### config.mk
export PLATFORM = sky130hd
export DESIGN_NAME = txfrm_fmt
export DESIGN_NICKNAME = d
export VERILOG_FILES = /design/src/rtl/txfrm_fmt.sv
export SDC_FILE = /design/constraint.sdc
export NUM_CORES = 1
export LEC_CHECK = 0
export ABC_AREA = 1
export BUFFER_PORTS_ARGS = -buffer_cell sky130_fd_sc_hd__buf_2
export CAP_MARGIN = 25
export CORE_ASPECT_RATIO = 1.4
export CORE_UTILIZATION = 33
export CTS_CLUSTER_DIAMETER = 40
export DETAILED_ROUTE_END_ITERATION = 8
export PLACE_DENSITY = 0.54
export SYNTH_ARGS = -nofsm -noshare
export SYNTH_HDL_FRONTEND = slang
export SYNTH_SLANG_ARGS = --single-unit
### constraint.sdc
create_clock -name clk -period 3.9 [get_ports clk]
set_input_delay 0.39 -clock clk [delete_from_list [all_inputs] [get_ports clk]]
set_output_delay 0.39 -clock clk [all_outputs]
set_load 0.005 [all_outputs]
### src/rtl/txfrm_fmt.sv
`timescale 1ns/1ps
module txfrm_fmt #(
  parameter int SYNC_W  = 32,
  parameter int PRE_MAX = 32,
  parameter int LW      = $clog2((SYNC_W > PRE_MAX ? SYNC_W : PRE_MAX) + 1)
) (
  input  logic              clk,
  input  logic              rst_n,
  input  logic              start,
  input  logic [LW-1:0]     pre_len,
  input  logic              sync_en,
  input  logic [LW-1:0]     sync_len,
  input  logic [SYNC_W-1:0] sync_word,
  input  logic              var_len,
  input  logic [7:0]        fix_len,
  input  logic              lsb_first,
  input  logic [7:0]        pay_data,
  input  logic              pay_valid,
  output logic              pay_ready,
  input  logic              bit_en,
  output logic              tx_bit,
  output logic              tx_act,
  output logic              busy,
  output logic              done,
  output logic              uflow
);
  typedef enum logic [2:0] {S_IDLE, S_PRE, S_SYNC, S_FETCH, S_PAY, S_CRC} st_t;

  st_t               st, nxt_pay, pay_at_start;
  logic [LW-1:0]     cnt, pl, sl;
  logic [SYNC_W-1:0] sh;
  logic [7:0]        dat, rem;
  logic [15:0]       crc;
  logic              sy, lsb, first, done_q, uflow_q;

  function automatic logic [15:0] crc_step(input logic [15:0] c, input logic [7:0] d);
    logic [15:0] r;
    r = c ^ {d, 8'h00};
    for (int i = 0; i < 8; i++)
      r = r[15] ? ({r[14:0], 1'b0} ^ 16'h1021) : {r[14:0], 1'b0};
    return r;
  endfunction

  assign nxt_pay      = (first || rem != 8'd0) ? S_FETCH : S_CRC;
  assign pay_at_start = (var_len || fix_len != 8'd0) ? S_FETCH : S_CRC;
  assign tx_act       = (st == S_PRE) || (st == S_SYNC) || (st == S_PAY) || (st == S_CRC);
  assign busy         = st != S_IDLE;
  assign pay_ready    = st == S_FETCH;
  assign done         = done_q;
  assign uflow        = uflow_q;

  always_comb begin
    case (st)
      S_PRE:   tx_bit = ~cnt[0];
      S_SYNC:  tx_bit = sh[SYNC_W-1];
      S_PAY:   tx_bit = lsb ? dat[cnt[2:0]] : dat[3'd7 - cnt[2:0]];
      S_CRC:   tx_bit = crc[4'd15 - cnt[3:0]];
      default: tx_bit = 1'b0;
    endcase
  end

  always_ff @(posedge clk) begin
    if (!rst_n) begin
      st <= S_IDLE; cnt <= '0; pl <= '0; sl <= '0; sh <= '0;
      dat <= '0; rem <= '0; crc <= '1; sy <= 1'b0; lsb <= 1'b0;
      first <= 1'b0; done_q <= 1'b0; uflow_q <= 1'b0;
    end else begin
      done_q  <= 1'b0;
      uflow_q <= 1'b0;
      case (st)
        S_IDLE: if (start) begin
          pl    <= pre_len;
          sl    <= sync_len;
          sy    <= sync_en;
          lsb   <= lsb_first;
          sh    <= sync_word << (LW'(SYNC_W) - sync_len);
          first <= var_len;
          rem   <= var_len ? 8'd0 : fix_len;
          crc   <= 16'hFFFF;
          cnt   <= '0;
          st    <= (pre_len != '0) ? S_PRE : (sync_en ? S_SYNC : pay_at_start);
        end
        S_PRE: if (bit_en) begin
          cnt <= cnt + 1'b1;
          if (cnt == pl - 1'b1) begin
            cnt <= '0;
            st  <= sy ? S_SYNC : nxt_pay;
          end
        end
        S_SYNC: if (bit_en) begin
          sh  <= sh << 1;
          cnt <= cnt + 1'b1;
          if (cnt == sl - 1'b1) begin
            cnt <= '0;
            st  <= nxt_pay;
          end
        end
        S_FETCH: begin
          if (pay_valid) begin
            dat   <= pay_data;
            crc   <= crc_step(crc, pay_data);
            rem   <= first ? pay_data : rem - 8'd1;
            first <= 1'b0;
            cnt   <= '0;
            st    <= S_PAY;
          end else begin
            uflow_q <= 1'b1;
            st      <= S_IDLE;
          end
        end
        S_PAY: if (bit_en) begin
          cnt <= cnt + 1'b1;
          if (cnt[2:0] == 3'd7) begin
            cnt <= '0;
            st  <= nxt_pay;
          end
        end
        S_CRC: if (bit_en) begin
          cnt <= cnt + 1'b1;
          if (cnt[3:0] == 4'd15) begin
            cnt    <= '0;
            done_q <= 1'b1;
            st     <= S_IDLE;
          end
        end
        default: st <= S_IDLE;
      endcase
    end
  end
endmodule


==> flow_summary.yaml, run 1 <==
outcome:
  outcome: "finished clean"
floorplan:
  die_area_sq_mm: 0.0209
  rows: 61
  die_y_um: 171
  core_sq_mm: 0.0199
  io_pins: 74
  initial_core_util_pct: 33.7
  fp.dieW_um: 123
clocking:
  cts_resized: 0
  cts_htree_levels: 3
  hold_buffers: 0
  root_buffer: "clkbuf_16"
  clkLatencyLatePin_ns: 0.34
  tritoncts: "built"
  cts-buffers-inserted: 9
  cts_setup_buffers: 0
  clk_pin_slew_worst_paths_ns: 0.07
  cts.sinks: 90
  cts_max_path_buffers: 2
synth:
  yosysSeqAreaShare_pct: 26.8
  synth_ff_type: "dfxtp_1"
  ys_seq_elements: 90
  synthDistinctLibCells: 43
  synth.avg_cell_area_sq_um: 6.03
  async_reset_ff_share_pct: 0
  syn_inst: 1113
  ys_warn_count: 0
  synth_nets: 1189
  synth-edff-count: 0
  syn_area_sq_mm: 0.00672
place:
  dpl.hpwl_mm: 14.8
  placed_cell_area_sq_mm: 0.00715
  routabilityCongestion: 0.860
  portBuffers: 73
  dp_slack_ns: 1.02
  place_inst: 1383
timing:
  slew_viol_final: 0
  slew_headroom_pct: 43.9
  worst_pin_slew_ns: 0.842
  fin_crit_sh_pct: 66.1
  rsz0062_at_grt: "false"
  fin_skew_ns: 0.00859
  finalHoldViolCount: 0
  fmax_ghz: 0.388
  setup_viol: 0
  fin_hold_ws_ns: 0.267
  tns_ns: 0
  post-route-worst-setup-slack_ns: 1.32
  post-route-min-period_ns: 2.58
global_route:
  grt_pass1_wl_mm: 32.9
  grt-ovfl-total: 0
  antenna_found_initial: 0
  track_usage_pct: 19.8
  grt_pass1_vias: 6660
  grt_start_max_net_pins: 48
job:
  maxCapViolCount: 0
route:
  first_pass_iters: 5
  vias: 7088
  vias_per_cell: 5.07
  routed_wl_mm: 19.8
  dr.first_iter.drc_count: 431
  drtAntennaViolNets: 0
  wl_per_cell_um: 14.2
  drcViolationCount: 0
setup_path:
  crit_path_end_kind: "output port"
  required_ns: 3.51
  crit_buf_inv: 3
  crit_fanout: 21
  path_cells: "buf_4 -> inv_1 -> o21ai_0 -> a21oi_1 -> nor4_1 -> o22ai_1 -> nand2_1 -> nand4_1 -> buf_2"
  crit_type: "register to output port"
  critPathTopFamily: "buffers and inverters"
  arrival_ns: 2.19
  critPathMaxStageDelay_ns: 0.31
  critPathSlowestCell: "dfxtp_1"
  worst_setup_path_start_kind: "register"
power:
  peakVddDrop_v: 0.000228
  p_int_w: 0.00248
  clockPowerShare_pct: 22.2
  seqPwrFrac_pct: 31.0
  power_switching_w: 0.00187
  pwr-share-comb_pct: 46.8
  power.leakage_nw: 3.47
  powerDensity_mw_per_mm2: 581
  sw_frac_of_total_pct: 42.9
cells_and_area:
  syn2layout_area_growth_pct: 11.4
  num-fill-cells: 2259
  drive_above_1_share_pct: 13.3
  final_area_sq_mm: 0.00748
  layout_common_cells: "303 x nand2_1, 123 x o21ai_0, 119 x nand3_1, 95 x a21oi_1, 90 x dfxtp_1"
  final_common_cell: "nand2_1"
  fin_cells: 1399
  layout.nets: 1218
  diodes: 0
min_path:
  hold_path.class: "primary input to register"
## layer usage
metal / share of wire, % / wire length [um] / up-vias / track usage (%)
met5: 0 / 0 / - / 0
met4: 2.6 / 520 / 0 / 7.26
met3: 3.0 / 594 / 24 / 2.10
met2: 50 / 9950 / 146 / 35.1
met1: 44 / 8770 / 3192 / 24.1
li1: - / - / 3726 / -
## worst register-to-register path: cells and delay by family (launching register included)
family | cells | cell delay, ns
AND/OR/NAND/NOR | 6 | 1.12
buffers and inverters | 3 | 0.57
flip-flops | 1 | 0.38
AO/OA/AOI/OAI | 1 | 0.30
## power groups by stage
stage	clock, W	sequential (W)	combinational, W
4_1_cts	0.000991	0.00135	0.00205
5_1_grt	0.00102	0.00138	0.00233
6_report	0.000967	0.00135	0.00203
3_3_place_gp	0	0.00137	0.00203
3_5_place_dp	0	0.00137	0.00204
2_1_floorplan	0	0.00131	0.00164
## cell type report
cell class / count / area [sq um] / share of cell area (%)
Clock buffer: 10 / 239 / 3.20
Sequential cell: 90 / 1800 / 24.1
Multi-Input combinational cell: 865 / 4250 / 56.8
Inverter: 95 / 357 / 4.77
Tap cell: 252 / 315 / 4.22
Timing Repair Buffer: 81 / 425 / 5.69
Clock inverter: 6 / 90.1 / 1.20
## Yosys cell counts (5+ instances only)
cell	instances	area share [%]
buf_2	23	1.7
nand2_2	5	0.47
xor2_1	9	1.2
dfxtp_1	90	27
o211ai_1	13	1.5
ha_1	8	1.5
a31oi_1	9	0.84
nor3_1	5	0.37
nand4_1	6	0.56
inv_2	16	0.89
nor2_1	68	3.8
nand2_1	303	17
o21ai_1	16	1.2
buf_4	8	0.89
mux2i_1	6	0.89
buf_1	7	0.39
a21oi_1	95	7.1
inv_1	77	4.3
xnor2_1	21	2.7
nand3_1	119	8.9
and2_1	8	0.75
or2_2	21	2.0
o21ai_0	123	9.2
clkbuf_1	20	1.1
## through the flow
stage               util [%]  total power (W)
floorplan                  -          0.00295
global placement        35.9          0.00340
detailed placement      35.9          0.00340
CTS                     37.5          0.00439
global route            37.5          0.00474
finish                  37.5          0.00435
## cells by family (layout without fill, tap and decap cells)
family / after synthesis / count (layout) / synth area share [%]
AND/OR/NAND/NOR: 556 / 556 / 36.2
multiplexers: 6 / 6 / 0.894
XOR/XNOR: 30 / 30 / 3.91
adder cells (fa/ha/maj): 8 / 8 / 1.49
flip-flops: 90 / 90 / 26.8
AO/OA/AOI/OAI: 265 / 265 / 20.7
buffers and inverters: 158 / 192 / 9.99
## worst paths after layout
| check | startpoint | endpoint | slack [ns] | depth (start not counted) |
|---|---|---|---|---|
| worst max-delay path | cnt[0] | tx_bit | 1.32 | 9 |
| worst min-delay path | pay_valid | uflow | 0.27 | 2 |
| worst max register to register | st[1] | sh[16] | 1.44 | 10 |
| worst min register to register | pl[5] | pl[5] | 0.47 | 2 |
## registers in the layout, indices dropped and copies added (netlist names)
signal and flops:
crc 16, sl 6, uflow 1, rem 8, sy 1, sh 32, pl 6, st 3
dat 8, first 1, cnt 6, lsb 1, done 1
Power figures use the tool's default switching activity.
==> run 2: changes to the inputs <==
--- a/config.mk
+++ b/config.mk
@@ -12,7 +12,7 @@
 export CORE_UTILIZATION = 33
 export CTS_CLUSTER_DIAMETER = 40
 export DETAILED_ROUTE_END_ITERATION = 8
-export PLACE_DENSITY = 0.54
+export PLACE_DENSITY = 0.56
 export SYNTH_ARGS = -nofsm -noshare
 export SYNTH_HDL_FRONTEND = slang
 export SYNTH_SLANG_ARGS = --single-unit
==> constraint.sdc (replaced) <==
create_clock -name clk -period 2.2 [get_ports clk]
set_input_delay 0.22 -clock clk [delete_from_list [all_inputs] [get_ports clk]]
set_output_delay 0.22 -clock clk [all_outputs]
set_load 0.005 [all_outputs]
==> run 2 against run 1 <==
Final cell count rose by 1.5%. Setup slack worse by 1.2 ns. Sequential share of layout area shrank 0.74 points. Critical path depth is 1 lower. Routed wire length increased by 1.1%. Clock-buffer cell count unchanged.
==> flow_summary.yaml, run 2 (synthesis results as in run 1) <==
clocking:
  cts-buffers-inserted: 9
  cts_max_path_buffers: 2
  hold_buffers: 0
  clkLatencyLatePin_ns: 0.35
  tritoncts: "built"
  root_buffer: "clkbuf_16"
  clk_pin_slew_worst_paths_ns: 0.07
  cts_htree_levels: 3
  cts.sinks: 90
route:
  wl_per_cell_um: 14.1
  dr_wl_met2_mm: 10.1
  dr.first_iter.drc_count: 540
  wl_met3_um: 507
  drcViolationCount: 0
  first_pass_iters: 5
  drtAntennaViolNets: 0
  vias_per_cell: 5.12
  routed_wl_mm: 20.1
  vias: 7264
  wl_met1_mm: 8.92
  top_layer: "met4"
floorplan:
  fp.dieW_um: 123
  rows: 61
  die_y_um: 171
  die_area_sq_mm: 0.0209
  core_sq_mm: 0.0199
  io_pins: 74
  initial_core_util_pct: 33.7
job:
  maxCapViolCount: 0
timing:
  setup_viol: 0
  tns_ns: 0
  fmax_ghz: 0.485
  fin_crit_sh_pct: 93.7
  worst_pin_slew_ns: 0.561
  fin_hold_ws_ns: 0.0964
  post-route-min-period_ns: 2.06
  slew_headroom_pct: 62.6
  rsz0062_at_grt: "false"
  post-route-worst-setup-slack_ns: 0.140
  slew_viol_final: 0
  fin_skew_ns: 0.00949
  finalHoldViolCount: 0
place:
  routabilityCongestion: 0.854
  portBuffers: 73
  dpl.hpwl_mm: 15.2
  dp_slack_ns: 0.0395
power:
  peakVddDrop_v: 0.000403
  power.leakage_nw: 3.60
  powerDensity_mw_per_mm2: 1020
  power.total_w: 0.00785
cells_and_area:
  largest_reg_flops: 32
  syn2layout_area_growth_pct: 14.9
  final_common_cell: "nand2_1"
  diodes: 0
  drive_above_1_share_pct: 15.0
  largest_register: "sh"
  layout.nets: 1240
  layout_common_cells: "303 x nand2_1, 123 x o21ai_0, 119 x nand3_1, 95 x a21oi_1, 90 x dfxtp_1"
  reg_top3: "sh (32), crc (16)"
global_route:
  antenna_found_initial: 0
  grt_pass1_wl_mm: 33.7
  grt_start_max_net_pins: 65
  grt-ovfl-total: 0
  grt_pass1_vias: 6953
  track_usage_pct: 20.1
setup_path:
  required_ns: 1.98
  crit_fanout: 18
  arrival_ns: 1.84
  worst_setup_path_start_kind: "register"
  crit_type: "register to output port"
  crit_path_end_kind: "output port"
min_path:
  hold_path.class: "primary input to register"
outcome:
  outcome: "finished clean"
==> run 2: cell count changes in the layout (fill, tap and decap cells not counted) <==
| cell | before | now |
|---|---|---|
| buf_4 | 8 | 23 |
| buf_6 | 0 | 1 |
| clkinv_4 | 2 | 1 |
| buf_12 | 0 | 6 |
| inv_1 | 77 | 75 |
| clkinv_2 | 1 | 2 |
| inv_2 | 16 | 17 |
==> run 2: critical path, cell delays in order (launching register included) <==
cell     delay [ns]
dfxtp_1        0.34
buf_4          0.25
o21ai_0        0.13
o22ai_1        0.19
o21ai_0        0.10
o22ai_1        0.18
nand2_1        0.07
nand4_1        0.10
buf_2          0.13
==> run 2: path summary, 6_finish.rpt <==
check	startpoint	endpoint	slack, ns	depth (start not counted)
min reg2reg	pl[5]	pl[5]	0.48	2
max reg2reg	pl[0]	st[0]	0.26	13
min	pay_valid	uflow	0.1	2
max	cnt[0]	tx_bit	0.14	8
==> run 2: per-stage QoR <==
step           instance area (sq um)  cells  utilization (%)
6_report                        7720   1420             38.7
5_1_grt                         7720   1420             38.7
4_1_cts                         7700   1419             38.7
3_5_place_dp                    7380   1404             37.1
3_3_place_gp                    7380   1404             37.1
2_1_floorplan                   6720   1113                -
==> run 2: metal layers <==
| layer | track usage (%) | vias to the layer above |
|---|---|---|
| met1 | 24.4 | 3335 |
| met3 | 1.97 | 30 |
| met4 | 7.74 | 0 |
| met5 | 0 | - |
| met2 | 35.8 | 136 |
| li1 | - | 3763 |
==> run 2: repair_timing <==
item / CTS / global route
endpoints found under the setup margin: 0 / 1
endpoints found under the hold margin: 0 / 0
resized for setup: 0 / 3
setup buffers: 0 / 1
==> run 2: layout make-up <==
| type | count | area, sq um |
|---|---|---|
| Clock buffer | 10 | 239 |
| Clock inverter | 5 | 78.8 |
| Fill cell | 2222 | 12200 |
| Inverter | 95 | 360 |
| Multi-Input combinational cell | 865 | 4250 |
| Sequential cell | 90 | 1800 |
| Tap cell | 252 | 315 |
| Timing Repair Buffer | 103 | 669 |
==> run 2: power by group <==
group	switching [W]	internal, W
Sequential	0.000327	0.00208
Combinational	0.00234	0.00142
Clock	0.000667	0.00102
Total	0.00334	0.00451
==> run 3: changes to the inputs <==
--- a/config.mk
+++ b/config.mk
@@ -7,12 +7,11 @@
 export LEC_CHECK = 0
 export ABC_AREA = 1
 export BUFFER_PORTS_ARGS = -buffer_cell sky130_fd_sc_hd__buf_2
-export CAP_MARGIN = 25
 export CORE_ASPECT_RATIO = 1.4
 export CORE_UTILIZATION = 33
 export CTS_CLUSTER_DIAMETER = 40
 export DETAILED_ROUTE_END_ITERATION = 8
-export PLACE_DENSITY = 0.56
+export PLACE_DENSITY = 0.54
 export SYNTH_ARGS = -nofsm -noshare
 export SYNTH_HDL_FRONTEND = slang
 export SYNTH_SLANG_ARGS = --single-unit
==> constraint.sdc (replaced) <==
create_clock -name clk -period 2.32 [get_ports clk]
set_input_delay 0.232 -clock clk [delete_from_list [all_inputs] [get_ports clk]]
set_output_delay 0.232 -clock clk [all_outputs]
set_load 0.005 [all_outputs]
==> run 3 against run 2 <==
Clock-buffer cell count down 1. First-iteration DRC count is 8.5% higher. Register-to-register slack better by 0.10 ns. Highest routed layer unchanged. Sequential cell count stayed put. Combinational power is 3% lower. Setup slack gained 0.025 ns. Utilization is 0.050 points higher. Clock power down 11%. Via count grew 0.56%. Largest power group unchanged.
==> flow_summary.yaml, run 3 (synthesis results as in run 1) <==
setup_path:
  critPathMaxStageDelay_ns: 0.39
  arrival_ns: 1.92
  critPathTopFamily: "buffers and inverters"
  critPathSlowestCell: "dfxtp_4"
  crit_buf_inv: 3
  crit_path_frequent_cell: "nand3_1"
  required_ns: 2.09
  crit_type: "register to output port"
  crit_path_end_kind: "output port"
  rr_worst_depth: 8
  worst_setup_path_start_kind: "register"
  path_cells: "clkinvlp_4 -> buf_4 -> a21oi_1 -> o21ai_0 -> nand3_1 -> nand3_1 -> nand2_1 -> nand3_1 -> nand4_1 -> buf_2"
  path_depth: 10
  crit_fanout: 8
floorplan:
  die_y_um: 171
  fp.dieW_um: 123
  io_pins: 74
  initial_core_util_pct: 33.7
  die_area_sq_mm: 0.0209
  rows: 61
  core_sq_mm: 0.0199
clocking:
  cts_htree_levels: 3
  root_buffer: "clkbuf_16"
  clk_pin_slew_worst_paths_ns: 0.07
  hold_buffers: 0
  cts.sinks: 90
  cts-buffers-inserted: 9
  cts_max_path_buffers: 2
  tritoncts: "built"
  clkLatencyLatePin_ns: 0.35
min_path:
  hold-path-cell-count: 2
  hold_path.class: "primary input to register"
route:
  vias_per_cell: 5.11
  drtAntennaViolNets: 0
  wl_met3_um: 547
  vias: 7305
  dr_wl_met2_mm: 10.2
  wl_per_cell_um: 14.1
  drcViolationCount: 0
  routed_wl_mm: 20.2
  dr.first_iter.drc_count: 586
  wl_met1_mm: 8.95
  first_pass_iters: 5
  top_layer: "met4"
cells_and_area:
  reg_top3: "sh (32), crc (16)"
  largest_register: "sh"
  final_common_cell: "nand2_1"
  largest_reg_flops: 32
  diodes: 0
  syn2layout_area_growth_pct: 15.0
  num-fill-cells: 2272
  fin_cells: 1430
  layout_common_cells: "303 x nand2_1, 123 x o21ai_0, 119 x nand3_1, 95 x a21oi_1, 88 x dfxtp_1"
  drive_above_1_share_pct: 15.9
  layout.nets: 1249
timing:
  fin_hold_ws_ns: 0.102
  fmax_ghz: 0.464
  post-route-worst-setup-slack_ns: 0.164
  setup_viol: 0
  fin_crit_sh_pct: 92.9
  fin_skew_ns: 0.00619
  rsz0062_at_grt: "false"
  post-route-min-period_ns: 2.16
  slew_viol_final: 0
  worst_pin_slew_ns: 0.528
  slew_headroom_pct: 64.8
  finalHoldViolCount: 0
  tns_ns: 0
place:
  routabilityCongestion: 0.872
  place_inst: 1405
  dp_slack_ns: 0.212
  dpl.hpwl_mm: 15.2
  portBuffers: 73
global_route:
  grt-ovfl-total: 0
  track_usage_pct: 19.9
  antenna_found_initial: 0
  grt_start_max_net_pins: 82
  grt_pass1_wl_mm: 33.4
  grt_pass1_vias: 6881
power:
  power.total_w: 0.00744
  powerDensity_mw_per_mm2: 963
  power.leakage_nw: 3.60
  peakVddDrop_v: 0.000449
job:
  maxCapViolCount: 0
outcome:
  outcome: "finished clean"
==> run 3: cell count changes in the layout (fill, tap and decap cells not counted), sizes merged <==
cell,change
clkinv,-3
clkinvlp,+5
bufinv,-1
buf,+8
inv,+2
clkbuf,-1
==> run 3: path summary, 6_finish.rpt <==
path             start  endpoint  slack [ns]
max             cnt[0]    tx_bit        0.16
max reg2reg     cnt[0]    cnt[4]        0.36
min          pay_valid     uflow        0.10
min reg2reg      pl[5]     pl[5]        0.47
==> run 3: per-stage QoR <==
stage          util (%)  instance area, sq um
2_1_floorplan         -                  6720
3_3_place_gp       36.9                  7340
3_5_place_dp       36.9                  7340
4_1_cts            38.4                  7640
5_1_grt            38.8                  7730
6_report           38.8                  7730
==> run 3: worst register-to-register path: cells and delay by family, from the launching register on <==
family,cells,cell delay (ns)
DFF,1,0.39
and+or+nand+nor,3,0.37
AOI/OAI and AO/OA,2,0.35
adders and majority gates,2,0.55
buffers and inverters,1,0.25
==> run 3: where the power goes <==
group	internal, W	leakage, nW	switching [W]
Sequential	0.00197	0.741	0.000322
Clock	0.000843	0.135	0.000663
Combinational	0.00140	2.72	0.00224
Total	0.00421	3.60	0.00322
==> run 3: final cells by class <==
class,count,area (sq um),share of cell area (%)
multi-input cells,865,4260,55.1
well taps,252,315,4.08
clock buffers,9,225,2.91
inverters,95,360,4.66
flip-flops and latches,90,1810,23.4
clock inverters,7,77.6,1.00
repair buffers,111,676,8.74
repair inverters,1,7.51,0.0972
==> run 3: repair_timing <==
action                                  CTS  global route
resized for setup                         0             6
setup buffers                             0             8
endpoints found under the setup margin    0             1
==> run 3: per-layer routing <==
| metal | up-vias | global-route usage (%) |
|---|---|---|
| met1 | 3339 | 23.7 |
| met4 | 0 | 7.69 |
| li1 | 3782 | - |
| met2 | 150 | 36.1 |
| met5 | - | 0 |
| met3 | 34 | 2.03 |
